### src/rtl/wlf_pkg.sv
package wlf_pkg;

   typedef enum logic [1:0] {
      POL_OPEN   = 2'd0,
      POL_PROG   = 2'd1,
      POL_FROZEN = 2'd2,
      POL_LOCKED = 2'd3
   } zone_policy_e;

   typedef enum logic [1:0] {
      ACT_NONE   = 2'd0,
      ACT_COMMIT = 2'd1,
      ACT_REJECT = 2'd2
   } wr_action_e;

endpackage

### src/rtl/wlf_page_index.sv
module wlf_page_index #(
   parameter int ADDR_W = 10,
   parameter int OFF_W  = 3
) (
   input  logic [ADDR_W-1:0] addr,
   output logic [OFF_W-1:0]  offset,
   output logic [ADDR_W-1:0] page_base,
   output logic              is_head
);
   if (ADDR_W <= OFF_W) begin : g_bad_addr
      $error("wlf_page_index: ADDR_W must exceed OFF_W");
   end

   always_comb begin
      offset    = addr[OFF_W-1:0];
      page_base = {addr[ADDR_W-1:OFF_W], {OFF_W{1'b0}}};
      is_head   = (addr[OFF_W-1:0] == '0);
   end
endmodule

### src/rtl/wlf_policy_eval.sv
module wlf_policy_eval
   import wlf_pkg::*;
#(
   parameter int DATA_W = 8,
   parameter int OFF_W  = 3
) (
   input  logic              valid,
   input  logic              first,
   input  zone_policy_e      policy,
   input  logic [OFF_W-1:0]  offset,
   input  logic              is_head,
   input  logic [DATA_W-1:0] mask_byte,
   input  logic [DATA_W-1:0] stored,
   input  logic [DATA_W-1:0] incoming,
   output wr_action_e        action,
   output logic [DATA_W-1:0] result
);
   localparam int SLOTS = 1 << OFF_W;

   if (SLOTS != DATA_W) begin : g_bad_mask
      $error("wlf_policy_eval: lock byte width must equal page size");
   end

   logic [DATA_W-1:0] cleared_only;
   logic              slot_open;

   always_comb begin
      cleared_only = stored & incoming;
      slot_open    = mask_byte[offset];
   end

   always_comb begin
      action = ACT_NONE;
      result = incoming;
      if (valid) begin
         unique case (policy)
            POL_OPEN: begin
               action = ACT_COMMIT;
            end
            POL_PROG: begin
               action = ACT_COMMIT;
               result = cleared_only;
            end
            POL_FROZEN: begin
               action = ACT_REJECT;
            end
            POL_LOCKED: begin
               if (!first) begin
                  action = ACT_NONE;
               end else if (!slot_open) begin
                  action = ACT_REJECT;
               end else begin
                  action = ACT_COMMIT;
                  if (is_head) result = cleared_only;
               end
            end
            default: action = ACT_NONE;
         endcase
      end
   end
endmodule

### src/rtl/wlf_out_stage.sv
module wlf_out_stage
   import wlf_pkg::*;
#(
   parameter int ADDR_W  = 10,
   parameter int DATA_W  = 8,
   parameter bit OUT_REG = 1'b1
) (
   input  logic              clk,
   input  logic              rst_n,
   input  wr_action_e        action,
   input  logic [ADDR_W-1:0] addr_in,
   input  logic [DATA_W-1:0] data_in,
   output logic              commit_valid,
   output logic [ADDR_W-1:0] commit_addr,
   output logic [DATA_W-1:0] commit_data,
   output logic              reject
);
   if (OUT_REG) begin : g_reg
      always_ff @(posedge clk) begin
         if (!rst_n) begin
            commit_valid <= 1'b0;
            reject       <= 1'b0;
            commit_addr  <= '0;
            commit_data  <= '0;
         end else begin
            commit_valid <= (action == ACT_COMMIT);
            reject       <= (action == ACT_REJECT);
            commit_addr  <= addr_in;
            commit_data  <= data_in;
         end
      end
   end else begin : g_comb
      always_comb begin
         commit_valid = rst_n && (action == ACT_COMMIT);
         reject       = rst_n && (action == ACT_REJECT);
         commit_addr  = addr_in;
         commit_data  = data_in;
      end
   end
endmodule

### src/rtl/zone_write_filter.sv
module zone_write_filter
   import wlf_pkg::*;
#(
   parameter int ADDR_W  = 10,
   parameter int DATA_W  = 8,
   parameter bit OUT_REG = 1'b1
) (
   input  logic              clk,
   input  logic              rst_n,
   input  logic              req_valid,
   input  logic              req_first,
   input  logic [ADDR_W-1:0] req_addr,
   input  logic [DATA_W-1:0] req_data,
   input  logic [1:0]        zone_policy,
   input  logic [DATA_W-1:0] old_data,
   input  logic [DATA_W-1:0] lock_byte,
   output logic [ADDR_W-1:0] lock_addr,
   output logic              commit_valid,
   output logic [ADDR_W-1:0] commit_addr,
   output logic [DATA_W-1:0] commit_data,
   output logic              reject
);
   localparam int OFF_W = $clog2(DATA_W);

   if (DATA_W < 2 || (1 << OFF_W) != DATA_W) begin : g_bad_data
      $error("zone_write_filter: DATA_W must be a power of two >= 2");
   end

   logic [OFF_W-1:0] offset;
   logic             is_head;
   wr_action_e       action;
   logic [DATA_W-1:0] filtered;
   zone_policy_e     policy;

   assign policy = zone_policy_e'(zone_policy);

   wlf_page_index #(.ADDR_W(ADDR_W), .OFF_W(OFF_W)) u_index (
      .addr      (req_addr),
      .offset    (offset),
      .page_base (lock_addr),
      .is_head   (is_head)
   );

   wlf_policy_eval #(.DATA_W(DATA_W), .OFF_W(OFF_W)) u_eval (
      .valid     (req_valid),
      .first     (req_first),
      .policy    (policy),
      .offset    (offset),
      .is_head   (is_head),
      .mask_byte (lock_byte),
      .stored    (old_data),
      .incoming  (req_data),
      .action    (action),
      .result    (filtered)
   );

   wlf_out_stage #(.ADDR_W(ADDR_W), .DATA_W(DATA_W), .OUT_REG(OUT_REG)) u_out (
      .clk          (clk),
      .rst_n        (rst_n),
      .action       (action),
      .addr_in      (req_addr),
      .data_in      (filtered),
      .commit_valid (commit_valid),
      .commit_addr  (commit_addr),
      .commit_data  (commit_data),
      .reject       (reject)
   );

   if (OUT_REG) begin : g_chk
      assert_excl_R10: assert property (@(posedge clk) disable iff (!rst_n)
         !(commit_valid && reject));

      assert_open_pass_R2: assert property (@(posedge clk) disable iff (!rst_n)
         (req_valid && zone_policy == 2'd0) |=>
            (commit_valid && commit_data == $past(req_data)
             && commit_addr == $past(req_addr)));

      assert_prog_no_rise_R3: assert property (@(posedge clk) disable iff (!rst_n)
         (req_valid && zone_policy == 2'd1) |=>
            (commit_valid && (commit_data & ~$past(old_data)) == '0));

      assert_frozen_reject_R4: assert property (@(posedge clk) disable iff (!rst_n)
         (req_valid && zone_policy == 2'd2) |=> (reject && !commit_valid));

      assert_head_no_rise_R6: assert property (@(posedge clk) disable iff (!rst_n)
         (req_valid && req_first && zone_policy == 2'd3 && req_addr == lock_addr) |=>
            (!commit_valid || (commit_data & ~$past(old_data)) == '0));

      assert_tail_quiet_R8: assert property (@(posedge clk) disable iff (!rst_n)
         (req_valid && !req_first && zone_policy == 2'd3) |=> (!commit_valid && !reject));

      assert_idle_quiet_R9: assert property (@(posedge clk) disable iff (!rst_n)
         !req_valid |=> (!commit_valid && !reject));
   end
endmodule

### config.mk
export PLATFORM = sky130hd
export DESIGN_NAME = zone_write_filter
export DESIGN_NICKNAME = d
export VERILOG_FILES = /design/src/rtl/wlf_pkg.sv /design/src/rtl/wlf_page_index.sv /design/src/rtl/wlf_policy_eval.sv /design/src/rtl/wlf_out_stage.sv /design/src/rtl/zone_write_filter.sv
export SDC_FILE = /design/constraint.sdc
export NUM_CORES = 1
export LEC_CHECK = 0
export ABC_AREA = 0
export BUFFER_PORTS_ARGS = -buffer_cell sky130_fd_sc_hd__buf_2
export CORE_MARGIN = 2
export CORE_UTILIZATION = 39
export CTS_CLUSTER_DIAMETER = 30
export CTS_CLUSTER_SIZE = 25
export DETAILED_ROUTE_END_ITERATION = 16
export PLACE_DENSITY_LB_ADDON = 0.12
export SETUP_SLACK_MARGIN = 0.3
export SYNTH_ARGS = -nofsm -noshare
export SYNTH_HDL_FRONTEND = slang
export SYNTH_SLANG_ARGS = --single-unit
### constraint.sdc
create_clock -name clk -period 2.8 [get_ports clk]
set_input_delay 0.42 -clock clk [delete_from_list [all_inputs] [get_ports clk]]
set_output_delay 0.42 -clock clk [all_outputs]
set_load 0.02 [all_outputs]
==> results.md <==
* Largest area contributor in the netlist: dfxtp_1
* Synth Instances at 71
* DRC at 0
* Share of layout cells above drive strength 1 at 55.8%
* P_sw at 0.139 mW
* First-pass GRT wire length at 2.41 mm
* Vias in the first global route at 640
* Number of antenna violations at the first check in global routing at 0
* Clock slew at reported path FFs at 0.10 ns
* Total Neg Setup Slack at 0 ns
* Clock sinks at 20
* Num rows at 16
* Gr ovfl total at 0
* Final Critical Period at 1.22 ns
* Dpl cells at 153
* Post-synth EDFFs at 0
* CTS tree: yes
* Max_cap viols at 0
* Cell Area, Synth at 785 sq um
* Vias/cell at 4.49
* WL/cell at 9.64 um
* Post-DP Area at 1060 sq um
* Internal at 0.398 mW
* HPWL Detailed at 1.25 mm
* Die width at 48.9 um
* Max Clk Rate at 0.818 GHz
* Lkg Pwr at 0.617 nW
* Min-Delay Path Class: input pin to flop
* RSZ-0062 raised after global routing: no
* Post-synth top cells: 20 x dfxtp_1, 10 x buf_4, 9 x and2_1
* CTS root buf: clkbuf_4
* Clk pwr share at 23.1%
* Syn. warnings at 0
* Post-CTS sizing at 0
* Hold-fix buffers, CTS at 0
* Seq pwr share at 56.4%
* Worst-path fanout max at 8
* Initial core utilization at 40.8%
* Final period util at 43.7%
* Largest net degree at the start of global routing at 22
* Crit path max-delay cell type: o41ai_2
* Cell Pwr Density at 495 nW/um^2
* Deepest clock path buffer count at 2
* H-Tree Depth at 1
* Fillers at 202
* Critical Path AT at 1.41 ns
* Setup Viol. Count Final at 0
* Fin cells at 156
* Tot GR Track Use at 12.8%
* Run status: completed
* Routed via count at 700
* Critical Path, Cell by Cell: buf_2 -> o41ai_2 -> nand3_2 -> o211a_1
* Mean Syn Cell Area at 11.0 sq um
* Seq cells post-synth at 20
* WP data required at 2.99 ns
* Ys flop type: dfxtp_1
* Critical Path Sink Type: flop
* CP peak stage delay at 0.37 ns
* Gpl congestion at 0.609
* Sequential element share of the synthesized area at 51.0%
* Antenna cell count at 0
* Input/output buffers at 66
* Dominant cells by area after synthesis: dfxtp_1 51%, o211a_1 10%, buf_4 9.6%, and2_1 7.2%, mux2i_1 3.8%
* Post-synthesis async set-or-reset flop share at 0%
* Share of the synthesized area in the top cell type at 51.0%
* Fin. max-slew vios at 0
* Layout area overhead at 38.3%
* Crit Path Class: input pin to flop
* Critical path startpoint category: input pin
* Fin. Hold Viols at 0
* Die Y at 48.9 um
* Post-route antenna net violation count at 0
* Router iterations before antenna repair at 3
* I/O pin count at 70
* Final wirelength at 1.50 mm
* Initial DRC count at 1
* Core area at 1920 sq um
* Die area at 2390 sq um
* Max IR drop VDD at 0.000211 V
* Comb power frac at 20.5%
* Post-layout instance area at 1080 sq um
* Final nets at 171
* Switching share of total power at 25.9%
* Most numerous cell in the Yosys netlist: dfxtp_1
* Distinct cells, synth at 21
* Postcts setup bufs at 0
* TritonCTS buffer count at 3
[power by group through the flow]
stage          combinational [mW]  sequential (mW)  clock (mW)
6_report                    0.110            0.303       0.124
5_1_grt                     0.120            0.305       0.143
4_1_cts                     0.112            0.303       0.131
3_5_place_dp                0.111            0.310           0
3_3_place_gp                0.110            0.309           0
2_1_floorplan              0.0485            0.331           0
[layout by cell type, fill, tap and decap left out]
master     synthesis  final
nor2_1             1      1
o41ai_2            1      1
mux2i_1            3      3
dfxtp_1           20     20
clkbuf_4           0      3
conb_1             1      3
buf_2              0     66
nand3_2            1      1
nand3_1            2      2
o211a_1            8      8
a2111oi_0          1      1
nand2_1            3      3
nor2b_1            1      1
and4b_1            1      1
o2bb2ai_1          1      1
nand3b_1           2      2
and2_1             9      9
and2_2             1      1
o22ai_1            1      1
nand4_1            1      1
[worst max-delay path: cells and delay by family]
kind                   cells  cell delay (ns)
AND/OR/NAND/NOR            1             0.21
buffers and inverters      1             0.15
AO/OA/AOI/OAI              2             0.62
[per-stage QoR]
step	setup slack, ns	hold WS (ns)	util (%)	total power [mW]
6_report	1.58	0.350	56.4	0.537
5_1_grt	1.51	0.339	56.4	0.568
4_1_cts	1.55	0.342	56.4	0.546
3_5_place_dp	1.25	0.646	55.3	0.421
3_3_place_gp	1.28	0.635	55.3	0.419
2_1_floorplan	1.42	0.508	-	0.379
[final cells by class]
type	instances	area (sq um)	area share [%]
well taps	27	33.8	3.11
multi-input cells	40	298	27.5
flip-flops and latches	20	400	36.9
clock buffers	3	22.5	2.08
repair buffers	66	330	30.4
[final timing paths]
check,to,startpoint,cells past startpoint
max,u_out.commit_data[2],req_addr[0],4
min,u_out.commit_data[4],req_data[4],2
[per-layer routing]
layer / up-vias / part of all wire (%) / global-route usage, %
li1: 352 / - / -
met2: 40 / 48 / 24.0
met3: 2 / 9.5 / 2.76
met1: 306 / 41 / 13.0
met4: 0 / 1.3 / 7.14
met5: - / 0 / 0
[kinds of logic (layout without fill, tap and decap cells)]
group	after synthesis	after routing	synth area share (%)
multiplexers	3	3	3.83
other	1	3	0.478
AO/OA/AOI/OAI	12	12	15.3
AND/OR/NAND/NOR	22	22	17.4
buffers and inverters	13	69	12.0
flip-flops	20	20	51.0
[registers in the layout, summed over array words and instances (netlist names)]
signal	cells
u_out.reject	1
u_out.commit_valid	1
u_out.commit_data	8
u_out.commit_addr	10
Power figures use the tool's default switching activity.
